--- config.mk ---
export PLATFORM = sky130hd
export DESIGN_NAME = i2so_tx
export DESIGN_NICKNAME = d
export VERILOG_FILES = /design/src/rtl/i2so_pkg.sv /design/src/rtl/i2so_regs.sv /design/src/rtl/i2so_fifo.sv /design/src/rtl/i2so_fetch.sv /design/src/rtl/i2so_lane.sv /design/src/rtl/i2so_tx.sv
export SDC_FILE = /design/constraint.sdc
export NUM_CORES = 1
export LEC_CHECK = 0
export ABC_AREA = 0
export BUFFER_PORTS_ARGS = -buffer_cell sky130_fd_sc_hd__buf_2
export CORE_MARGIN = 2
export CORE_UTILIZATION = 52
export CTS_BUF_LIST = sky130_fd_sc_hd__clkbuf_4 sky130_fd_sc_hd__clkbuf_8
export DETAILED_ROUTE_END_ITERATION = 7
export PLACE_DENSITY = 0.7
export SETUP_SLACK_MARGIN = 0.02
export SLEW_MARGIN = 30
export SYNTH_ARGS = -nofsm -noshare
export SYNTH_HDL_FRONTEND = slang
export SYNTH_SLANG_ARGS = --single-unit
--- constraint.sdc ---
create_clock -name clk -period 4.1 [get_ports clk]
set_input_delay 0.82 -clock clk [delete_from_list [all_inputs] [get_ports clk]]
set_output_delay 0.82 -clock clk [all_outputs]
set_load 0.03 [all_outputs]
--- src/rtl/i2so_pkg.sv ---
package i2so_pkg;
  localparam int SAMPLE_W     = 32;
  localparam int REG_DATA     = 0;
  localparam int REG_CTL      = 4;
  localparam int LINE_STRIDE  = 32;
  localparam int CTL_RUN_BIT  = 0;
  localparam int CTL_DEN_BIT  = 24;
  localparam int CTL_CNT_LSB  = 13;
  localparam int CTL_CNT_W    = 11;
  localparam int LINE_EN_BIT  = 0;
  localparam int LINE_I2S_BIT = 1;

  function automatic int pow2_at_least(input int n);
    int p;
    p = 1;
    while (p < n) p = p * 2;
    return p;
  endfunction
endpackage

--- src/rtl/i2so_regs.sv ---
module i2so_regs
  import i2so_pkg::*;
#(
  parameter int LINES  = 4,
  parameter int ADDR_W = 12,
  localparam int CNT_W = $clog2(LINES + 1)
) (
  input  logic              clk,
  input  logic              rst_n,
  input  logic              wr_en,
  input  logic [ADDR_W-1:0] wr_addr,
  input  logic [31:0]       wr_data,
  output logic              fifo_wr,
  output logic              run_en,
  output logic              data_en,
  output logic [CNT_W-1:0]  act_cnt,
  output logic [LINES-1:0]  line_en,
  output logic [LINES-1:0]  line_i2s
);
  localparam int LBASE = pow2_at_least(LINES) * LINE_STRIDE;

  logic                 run_q, run_n, den_q, den_n;
  logic [CTL_CNT_W-1:0] fld_q, fld_n;
  logic [LINES-1:0]     en_q, en_n, i2s_q, i2s_n;
  logic                 ctl_hit;
  logic                 unused_bits;

  assign ctl_hit     = wr_en && (wr_addr == ADDR_W'(REG_CTL));
  assign fifo_wr     = wr_en && (wr_addr == ADDR_W'(REG_DATA));
  assign unused_bits = ^{wr_data[31:25], wr_data[12:2]};

  always_comb begin
    run_n = run_q;
    den_n = den_q;
    fld_n = fld_q;
    en_n  = en_q;
    i2s_n = i2s_q;
    if (ctl_hit) begin
      run_n = wr_data[CTL_RUN_BIT];
      den_n = wr_data[CTL_DEN_BIT];
      fld_n = wr_data[CTL_CNT_LSB +: CTL_CNT_W];
    end
    for (int i = 0; i < LINES; i++) begin
      if (wr_en && (wr_addr == ADDR_W'(LBASE + LINE_STRIDE * i))) begin
        en_n[i]  = wr_data[LINE_EN_BIT];
        i2s_n[i] = wr_data[LINE_I2S_BIT];
      end
    end
  end

  always_ff @(posedge clk or negedge rst_n) begin
    if (!rst_n) begin
      run_q <= 1'b0;
      den_q <= 1'b0;
      fld_q <= '0;
      en_q  <= '0;
      i2s_q <= '0;
    end else begin
      run_q <= run_n;
      den_q <= den_n;
      fld_q <= fld_n;
      en_q  <= en_n;
      i2s_q <= i2s_n;
    end
  end

  always_comb begin
    if (fld_q >= CTL_CNT_W'(LINES)) act_cnt = CNT_W'(LINES);
    else                            act_cnt = CNT_W'(fld_q) + CNT_W'(1);
  end

  assign run_en   = run_q;
  assign data_en  = den_q;
  assign line_en  = en_q;
  assign line_i2s = i2s_q;
endmodule

--- src/rtl/i2so_fifo.sv ---
module i2so_fifo #(
  parameter int W     = 32,
  parameter int DEPTH = 16,
  localparam int PTR_W = $clog2(DEPTH)
) (
  input  logic         clk,
  input  logic         rst_n,
  input  logic         clr,
  input  logic         push,
  input  logic [W-1:0] din,
  input  logic         pop,
  output logic [W-1:0] dout,
  output logic         empty,
  output logic         full
);
  logic [W-1:0]   mem [DEPTH];
  logic [PTR_W-1:0] wp_q, wp_n, rp_q, rp_n;
  logic [PTR_W:0]   lvl_q, lvl_n;
  logic             do_push, do_pop;

  assign empty   = (lvl_q == '0);
  assign full    = (lvl_q == (PTR_W+1)'(DEPTH));
  assign do_push = push && !full;
  assign do_pop  = pop && !empty;
  assign dout    = mem[rp_q];

  always_comb begin
    wp_n  = wp_q;
    rp_n  = rp_q;
    lvl_n = lvl_q;
    if (clr) begin
      wp_n  = '0;
      rp_n  = '0;
      lvl_n = '0;
    end else begin
      if (do_push) wp_n = (wp_q == PTR_W'(DEPTH-1)) ? '0 : wp_q + PTR_W'(1);
      if (do_pop)  rp_n = (rp_q == PTR_W'(DEPTH-1)) ? '0 : rp_q + PTR_W'(1);
      lvl_n = lvl_q + (PTR_W+1)'(do_push) - (PTR_W+1)'(do_pop);
    end
  end

  always_ff @(posedge clk or negedge rst_n) begin
    if (!rst_n) begin
      wp_q  <= '0;
      rp_q  <= '0;
      lvl_q <= '0;
    end else begin
      wp_q  <= wp_n;
      rp_q  <= rp_n;
      lvl_q <= lvl_n;
    end
  end

  always_ff @(posedge clk) begin
    if (do_push && !clr) mem[wp_q] <= din;
  end
endmodule

--- src/rtl/i2so_fetch.sv ---
module i2so_fetch #(
  parameter int LINES = 4,
  parameter int W     = 32,
  localparam int CNT_W = $clog2(LINES + 1),
  localparam int IDX_W = CNT_W + 1,
  localparam int SLOTS = 2 * LINES
) (
  input  logic                    clk,
  input  logic                    rst_n,
  input  logic                    run_en,
  input  logic                    active,
  input  logic                    frame_go,
  input  logic [CNT_W-1:0]        act_cnt,
  input  logic [W-1:0]            fifo_dout,
  input  logic                    fifo_empty,
  output logic                    fifo_pop,
  output logic [SLOTS-1:0][W-1:0] nxt,
  output logic                    underrun
);
  logic                    busy_q, busy_n;
  logic [IDX_W-1:0]        idx_q, idx_n;
  logic [SLOTS-1:0][W-1:0] nxt_q, nxt_n;
  logic                    ur_q, ur_n;
  logic                    want;

  assign want     = busy_q && (idx_q < {act_cnt, 1'b0});
  assign fifo_pop = want && !fifo_empty;

  always_comb begin
    busy_n = busy_q;
    idx_n  = idx_q;
    nxt_n  = nxt_q;
    ur_n   = ur_q;
    if (!run_en) begin
      busy_n = 1'b0;
      idx_n  = '0;
      nxt_n  = '0;
      ur_n   = 1'b0;
    end else if (frame_go && active) begin
      busy_n = 1'b1;
      idx_n  = '0;
    end else if (busy_q) begin
      nxt_n[idx_q] = fifo_pop ? fifo_dout : '0;
      if (want && fifo_empty) ur_n = 1'b1;
      idx_n = idx_q + IDX_W'(1);
      if (idx_q == IDX_W'(SLOTS-1)) busy_n = 1'b0;
    end
  end

  always_ff @(posedge clk or negedge rst_n) begin
    if (!rst_n) begin
      busy_q <= 1'b0;
      idx_q  <= '0;
      nxt_q  <= '0;
      ur_q   <= 1'b0;
    end else begin
      busy_q <= busy_n;
      idx_q  <= idx_n;
      nxt_q  <= nxt_n;
      ur_q   <= ur_n;
    end
  end

  assign nxt      = nxt_q;
  assign underrun = ur_q;
endmodule

--- src/rtl/i2so_lane.sv ---
module i2so_lane #(
  parameter int W = 32,
  localparam int KW = $clog2(W)
) (
  input  logic          clk,
  input  logic          rst_n,
  input  logic          active,
  input  logic          tick,
  input  logic          side,
  input  logic [KW-1:0] kpos,
  input  logic          swap,
  input  logic [W-1:0]  nxt_l,
  input  logic [W-1:0]  nxt_r,
  input  logic          on,
  input  logic          i2s,
  output logic          sdata
);
  logic [W-1:0] l_q, l_n, r_q, r_n;
  logic         sd_q, sd_n;
  logic [W-1:0] src_l, src_r, word;
  logic         bit_v;

  assign src_l = swap ? nxt_l : l_q;
  assign src_r = swap ? nxt_r : r_q;
  assign word  = side ? src_r : src_l;

  always_comb begin
    if (i2s) begin
      if (kpos == '0) bit_v = side ? l_q[0] : r_q[0];
      else            bit_v = word[W - int'(kpos)];
    end else begin
      bit_v = word[W - 1 - int'(kpos)];
    end
  end

  always_comb begin
    l_n  = l_q;
    r_n  = r_q;
    sd_n = sd_q;
    if (!active) begin
      l_n  = '0;
      r_n  = '0;
      sd_n = 1'b0;
    end else if (tick) begin
      if (swap) begin
        l_n = nxt_l;
        r_n = nxt_r;
      end
      sd_n = on & bit_v;
    end
  end

  always_ff @(posedge clk or negedge rst_n) begin
    if (!rst_n) begin
      l_q  <= '0;
      r_q  <= '0;
      sd_q <= 1'b0;
    end else begin
      l_q  <= l_n;
      r_q  <= r_n;
      sd_q <= sd_n;
    end
  end

  assign sdata = sd_q;
endmodule

--- src/rtl/i2so_tx.sv ---
module i2so_tx
  import i2so_pkg::*;
#(
  parameter int LINES      = 4,
  parameter int FIFO_DEPTH = 16,
  parameter int ADDR_W     = 12
) (
  input  logic              clk,
  input  logic              rst_n,
  input  logic              wr_en,
  input  logic [ADDR_W-1:0] wr_addr,
  input  logic [31:0]       wr_data,
  input  logic              bclk_tx,
  input  logic              frame_clk,
  output logic [LINES-1:0]  sdata,
  output logic              underrun
);
  localparam int W     = SAMPLE_W;
  localparam int KW    = $clog2(W);
  localparam int CNT_W = $clog2(LINES + 1);
  localparam int SLOTS = 2 * LINES;

  logic                    fifo_wr, run_en, data_en, active;
  logic [CNT_W-1:0]        act_cnt;
  logic [LINES-1:0]        line_en, line_i2s, lane_on;
  logic                    fifo_pop, fifo_empty, fifo_full, fifo_clr;
  logic [W-1:0]            fifo_dout;
  logic [SLOTS-1:0][W-1:0] nxt;
  logic                    run_prev_q;
  logic                    lr_q, lr_n;
  logic [KW-1:0]           k_q, k_n;
  logic                    tick, edge_chg, swap;

  i2so_regs #(.LINES(LINES), .ADDR_W(ADDR_W)) i_regs (
    .clk(clk), .rst_n(rst_n), .wr_en(wr_en), .wr_addr(wr_addr), .wr_data(wr_data),
    .fifo_wr(fifo_wr), .run_en(run_en), .data_en(data_en), .act_cnt(act_cnt),
    .line_en(line_en), .line_i2s(line_i2s)
  );

  assign active   = run_en && data_en;
  assign fifo_clr = run_prev_q && !run_en;

  i2so_fifo #(.W(W), .DEPTH(FIFO_DEPTH)) i_fifo (
    .clk(clk), .rst_n(rst_n), .clr(fifo_clr), .push(fifo_wr), .din(wr_data),
    .pop(fifo_pop), .dout(fifo_dout), .empty(fifo_empty), .full(fifo_full)
  );

  assign tick     = bclk_tx && active;
  assign edge_chg = (frame_clk != lr_q);
  assign swap     = tick && edge_chg && !frame_clk;

  always_comb begin
    lr_n = lr_q;
    k_n  = k_q;
    if (!active) begin
      lr_n = 1'b1;
      k_n  = '0;
    end else if (tick) begin
      lr_n = frame_clk;
      if (edge_chg)                k_n = '0;
      else if (k_q != KW'(W - 1)) k_n = k_q + KW'(1);
    end
  end

  always_ff @(posedge clk or negedge rst_n) begin
    if (!rst_n) begin
      lr_q       <= 1'b1;
      k_q        <= '0;
      run_prev_q <= 1'b0;
    end else begin
      lr_q       <= lr_n;
      k_q        <= k_n;
      run_prev_q <= run_en;
    end
  end

  i2so_fetch #(.LINES(LINES), .W(W)) i_fetch (
    .clk(clk), .rst_n(rst_n), .run_en(run_en), .active(active), .frame_go(swap),
    .act_cnt(act_cnt), .fifo_dout(fifo_dout), .fifo_empty(fifo_empty),
    .fifo_pop(fifo_pop), .nxt(nxt), .underrun(underrun)
  );

  for (genvar i = 0; i < LINES; i++) begin : g_lane
    assign lane_on[i] = line_en[i] && (CNT_W'(i) < act_cnt);
    i2so_lane #(.W(W)) i_lane (
      .clk(clk), .rst_n(rst_n), .active(active), .tick(tick), .side(frame_clk),
      .kpos(edge_chg ? '0 : k_n), .swap(swap), .nxt_l(nxt[2*i]), .nxt_r(nxt[2*i+1]),
      .on(lane_on[i]), .i2s(line_i2s[i]), .sdata(sdata[i])
    );
  end

  logic unused_full;
  assign unused_full = fifo_full;
endmodule

==> impl_metrics.yaml, run 1 <==
pwr:
  power_density_mw_per_mm2: 399
  power.leakage_nw: 21.0
  power.total_w: 0.0210
  ir_drop_uv: 344
critical_path:
  r2r-start: "k_q[0]$_DFF_PN0_"
  required_ps: 4860
  ff2ff_path_depth: 15
  critPathCaptureType: "flip-flop"
  crit_type: "reg2reg"
  r2r_setup_slack_ps: 310
  worstReg2RegEnd: "g_lane[1].i_lane.sdata$_DFFE_PN0P_"
  start_kind: "flip-flop"
  worst_ep_arrival_time_ps: 4550
  crit_fanout: 35
synthesis:
  yosysWarnings: 0
  syn-instance-count: 3631
  synth_top_area_frac: 0.330
  synthTopCellsByArea: "edfxtp_1, dfrtp_1, mux4_2, nand2_1, a22o_1"
  synthArstFlopShare: 0.524
  synth_nets: 3700
  synth_cell_types: 78
  synthFlopType: "dfrtp_1"
  ys_seq_elements: 1075
  syn_area_per_cell_um2: 12.8
  ys_seq_area_frac: 0.633
  syn_area_mm2: 0.0465
  yosys.area.top_type: "edfxtp_1"
  synth-edff-count: 512
timing:
  finalHoldViolations: 0
  worst_slew_pin_slew_ps: 971
  rsz0062_at_grt: "no"
  max_freq_ghz: 0.264
  finalSetupViolCount: 0
  drv_slew: 0
  whs_ps: 340
  finalClockSkew_ps: 42.9
  worst_slack_ps: 313
  post-route-period-util: 0.924
  final.min_clock_period_ps: 3790
  slew_headroom: 0.345
placement:
  place_ws_ps: 193
  gp_congestion: 0.989
  place_area_mm2: 0.0492
  io_buffers: 53
  dp_hpwl_mm: 74.6
  dp.cells: 4692
global_route:
  antenna_found_initial: 8
  grtUsageMet3: 0.0570
  grt_pass1_vias: 30700
  grt_max_degree: 156
  grt_use_met2: 0.427
  grt.total_usage: 0.275
  grt_pass1_wl_mm: 190
  overflow: 0
  busiest_layer: "met2"
  grt.met1_usage: 0.383
cells_and_area:
  fin_cells: 5007
  drive_gt1_frac: 0.196
  area_delta_synth_final_pct: 13.3
  final_cell_mix: "nand2_1, dfrtp_1, edfxtp_1, nand3_1, a22o_1"
  layout_commonest_cell: "nand2_1"
  finalNetCount: 3769
  design_area_mm2: 0.0527
run_status:
  outcome: "finished clean"
clock_tree:
  cts_setup_buffers: 0
  cts_tree: "yes"
  path_clk_slew_ps: 70
  h-tree-depth: 4
  clk_root_buffer_cell: "clkbuf_8"
  clock_sinks: 1075
  clockBufferDepth: 3
  insertion_delay_ps: 850
  numCtsBuffers: 170
route:
  vias_per_cell: 6.25
  antenna_left: 0
  first_iter_violations: 3641
  wl_per_cell_um: 24.8
  vias: 31300
  drc: 0
  drt_first_pass_iters: 6
  routed_wl_mm: 124
floorplanning:
  core_area_mm2: 0.0885
  start_util: 0.526
  fp.dieW_um: 303
  dieArea_mm2: 0.0919
  row_count: 109
  ios: 54
  die_y_um: 303
min_path:
  min_from: "wr_data[11]"
  hold_end: "i_fifo.mem[6][11]$_DFFE_PP_"
  hold_depth: 1
  hp-class: "in2reg"
job:
  drv_cap: 0
## through the flow
stage,TNS [ps],util
2_1_floorplan,-143500,-
3_3_place_gp,0,0.556
3_5_place_dp,0,0.556
4_1_cts,0,0.596
5_1_grt,0,0.596
6_report,0,0.596
## Yosys cell counts (7+ instances only)
cell type	count
nand2_1	758
dfrtp_1	562
edfxtp_1	512
nand3_1	272
a22o_1	225
clkbuf_1	222
mux4_2	164
nor2_1	92
nor3b_1	70
buf_2	64
a221o_1	50
mux2i_1	49
a21oi_1	46
o21ai_0	44
inv_1	42
and2_1	38
o31ai_1	28
buf_1	27
mux2_2	27
a211oi_1	26
a21boi_1	20
a221oi_1	20
a21boi_0	19
ha_1	19
nor3_1	17
a31oi_1	16
and3_1	14
o211ai_1	14
nand4_1	13
o311ai_0	13
o2111ai_1	11
a2111oi_0	8
nand3b_1	8
nor2b_1	8
o311ai_1	8
or3_1	7
## what timing repair did
item,in CTS,in global routing
hold endpoints to repair,18,0
hold buffers,1,0
gates resized for setup,0,0
## where the power goes
| group | switching, W | leakage (nW) | total [W] | internal, W |
|---|---|---|---|---|
| sequential | 0.00000901 | 12.4 | 0.0113 | 0.0113 |
| clock | 0.00426 | 1.87 | 0.00932 | 0.00506 |
| combinational | 0.000278 | 6.63 | 0.000360 | 0.0000820 |
| total | 0.00455 | 21.0 | 0.0210 | 0.0165 |
## worst max-delay path by stage
stage,depth (start not counted),from,slack (ps),endpoint
finish,15,k_q[0]$_DFF_PN0_,310,g_lane[1].i_lane.sdata$_DFFE_PN0P_
global route,15,k_q[0]$_DFF_PN0_,110,g_lane[1].i_lane.sdata$_DFFE_PN0P_
CTS,15,k_q[0]$_DFF_PN0_,350,g_lane[1].i_lane.sdata$_DFFE_PN0P_
detailed placement,15,frame_clk,190,g_lane[1].i_lane.sdata$_DFFE_PN0P_
global placement,15,frame_clk,220,g_lane[1].i_lane.sdata$_DFFE_PN0P_
floorplan,7,wr_addr[8],-330,i_fifo.mem[12][0]$_DFFE_PP_
## kinds of logic after synthesis
group,after synthesis,synth area share
adder cells (fa/ha/maj),20,0.00554
AO/OA/AOI/OAI,599,0.103
multiplexers,240,0.0964
flip-flops,1075,0.633
buffers and inverters,366,0.0321
AND/OR/NAND/NOR,1319,0.127
XOR/XNOR,12,0.00258
## critical path, stage by stage, from the launching register on
cell and delay, ps:
dfrtp_1 450, ha_1 250, nand4_1 280, a21boi_2 250
o21a_2 150, inv_2 50, ha_4 180, or3_4 400
o2111ai_4 290, buf_12 220, nand2_1 70, o2111a_1 130
or4_1 550, a31oi_1 200, a311oi_1 110, o21ai_1 130
## state kept, by name, indices dropped and copies added, names as in the netlist, 5 cells and up
| register | count |
|---|---|
| g_lane.i_lane.r_q | 128 |
| i_regs.fld_q | 11 |
| i_fetch.nxt | 256 |
| i_fifo.mem | 512 |
| k_q | 5 |
| g_lane.i_lane.l_q | 128 |
| i_fifo.lvl_q | 5 |
## cell type report
| cell class | instances | area [µm²] |
|---|---|---|
| Tap cell | 1165 | 1460 |
| Sequential cell | 1075 | 29500 |
| Fill cell | 6865 | 35800 |
| Timing Repair Buffer | 218 | 2240 |
| Clock buffer | 258 | 3130 |
| Clock inverter | 50 | 404 |
| Antenna cell | 6 | 15.0 |
| Multi-Input combinational cell | 2190 | 15800 |
| Inverter | 45 | 169 |
## layer usage
metal	routed length, µm	up-vias
li1	-	13700
met1	50800	16000
met2	58600	1412
met3	10300	268
met4	4590	4
met5	23	-
Note: power is estimated with default switching activity, not from simulation.
==> run 2: changes to the inputs <==
CORE_MARGIN = 10   (was 2)
PLACE_DENSITY = unset   (was 0.7)
PLACE_DENSITY_LB_ADDON = 0.25   (was unset)
==> run 2 against run 1 <==
Routed wire length up 0.30%. Flip-flop and latch count unchanged. Non-clock buffer count down 8. Maximum frequency down 1.4%. Combinational power about the same. Critical path depth down 1. First-iteration DRC count up 1.2%. Global-route usage down 3.1 points. Clock-buffer cell count up 1. Final cell count down 0.16%. Worst hold slack better by 4.7 ps. Critical path type unchanged.
==> impl_metrics.yaml, run 2 (same netlist as run 1, synthesis figures left out) <==
global_route:
  overflow: 0
  antenna_found_initial: 8
  grt_pass1_wl_mm: 193
  grt_pass1_vias: 31000
  grt_max_degree: 200
  grt.total_usage: 0.244
timing:
  finalSetupViolCount: 0
  slew_headroom: 0.351
  finalClockSkew_ps: 38.7
  finalSetupTns_ps: 0
  finalHoldViolations: 0
  max_freq_ghz: 0.260
  final.min_clock_period_ps: 3840
  post-route-period-util: 0.937
  worst_slew_pin_slew_ps: 961
  rsz0062_at_grt: "no"
  drv_slew: 0
route:
  antenna_left: 0
  drc: 0
  drt_first_pass_iters: 8
  routed_wl_mm: 125
  vias: 31100
  vias_per_cell: 6.22
  wl_per_cell_um: 24.9
  first_iter_violations: 3683
clock_tree:
  cts_tree: "yes"
  h-tree-depth: 4
  clockBufferDepth: 3
  path_clk_slew_ps: 60
  clk_root_buffer_cell: "clkbuf_8"
  insertion_delay_ps: 850
  post_cts_resize_count: 0
  clock_sinks: 1075
  numCtsBuffers: 172
critical_path:
  start_kind: "flip-flop"
  worstSetupStartpoint: "k_q[0]$_DFF_PN0_"
  r2r_setup_slack_ps: 260
  ff2ff_path_depth: 14
  worst_ep_arrival_time_ps: 4560
  critPathCaptureType: "flip-flop"
  cpPeakStageDelay_ps: 500
  crit_slowest_cell: "mux4_2"
  crit_type: "reg2reg"
  cp_common_cell: "nand4_1"
  worstReg2RegEnd: "g_lane[3].i_lane.sdata$_DFFE_PN0P_"
  crit_fanout: 19
  worstPathCellList: "ha_1, nand4_1, a21boi_2, o21a_2, inv_2, ha_4, or3_4, o2111ai_4, buf_4, mux2i_1, mux4_2, nand4_1, o31ai_1, o41ai_2"
  r2r-start: "k_q[0]$_DFF_PN0_"
  required_ps: 4820
  endpoint: "g_lane[3].i_lane.sdata$_DFFE_PN0P_"
floorplanning:
  fp.dieW_um: 319
  core_area_mm2: 0.0886
  die_y_um: 319
  row_count: 109
  dieArea_mm2: 0.102
  start_util: 0.525
  ios: 54
cells_and_area:
  design_area_mm2: 0.0527
  largest_register_ffs: 512
  finalNetCount: 3763
  layout_commonest_cell: "nand2_1"
  area_delta_synth_final_pct: 13.3
  largest_register: "i_fifo.mem"
  drive_gt1_frac: 0.194
  fin_cells: 4999
  final_cell_mix: "nand2_1, dfrtp_1, edfxtp_1, nand3_1, a22o_1"
placement:
  gp_congestion: 0.932
  dp_hpwl_mm: 76.6
  io_buffers: 53
  place_area_mm2: 0.0490
  dp.cells: 4682
job:
  drv_cap: 0
pwr:
  power.leakage_nw: 21.0
  power_density_mw_per_mm2: 402
  ir_drop_uv: 334
run_status:
  outcome: "finished clean"
min_path:
  hp-class: "in2reg"
run 2: power by group:
group          total [W]  switching, W  internal [W]
combinational   0.000358      0.000279     0.0000784
clock            0.00948       0.00433       0.00515
sequential        0.0113    0.00000927        0.0113
run 2: timing repair:
| item | CTS | global route |
|---|---|---|
| hold buffers | 0 | 1 |
| setup buffers | 0 | 0 |
| hold endpoints to repair | 0 | 46 |
| endpoints found under the setup margin | 0 | 0 |
run 2: stage by stage:
step	setup WS (ps)	hold slack, ps	total power, W	util
2_1_floorplan	-334	439	0.0116	-
3_3_place_gp	141	445	0.0119	0.553
3_5_place_dp	36.6	450	0.0119	0.553
4_1_cts	286	59.3	0.0213	0.594
5_1_grt	68.5	323	0.0219	0.595
6_report	260	345	0.0212	0.595
run 2: critical path: cells and delay by family, from the launching register on:
kind                       cells  cell delay, ps
muxes                          2             610
AOI/OAI and AO/OA              5            1130
adders and majority gates      2             420
buffers and inverters          2             350
and+or+nand+nor                3             780
DFF                            1             450
run 2: cell type report:
type                       count  area, µm²
clock inverter                49        404
tap                         1165       1460
fill                        6989      35900
antenna                        6       15.0
sequential                  1075      29500
timing repair buffer         210       2140
inverter                      45        169
clock buffer                 259       3210
multi-input combinational   2190      15900
run 2: worst min-delay path by stage:
stage | start | endpoint | slack, ps | cells after the start
after floorplan | i_fetch.nxt[160]$_DFFE_PN0P_ | g_lane[2].i_lane.r_q[0]$_DFFE_PN0P_ | 440 | 2
after global placement | i_fetch.nxt[160]$_DFFE_PN0P_ | g_lane[2].i_lane.r_q[0]$_DFFE_PN0P_ | 450 | 2
after detailed placement | i_fetch.nxt[162]$_DFFE_PN0P_ | g_lane[2].i_lane.r_q[2]$_DFFE_PN0P_ | 450 | 2
after CTS | rst_n | g_lane[0].i_lane.l_q[24]$_DFFE_PN0P_ | 60 | 1
after global routing | wr_data[10] | i_fifo.mem[0][10]$_DFFE_PP_ | 320 | 1
final | wr_data[10] | i_fifo.mem[15][10]$_DFFE_PP_ | 340 | 1
run 2: metal layers:
layer  share of wire  wire length, µm  GRT usage
met1            0.41            51400      0.334
met2            0.48            60300      0.388
met3           0.071             8830     0.0420
met4           0.033             4080     0.0919
met5         0.00037               46          0
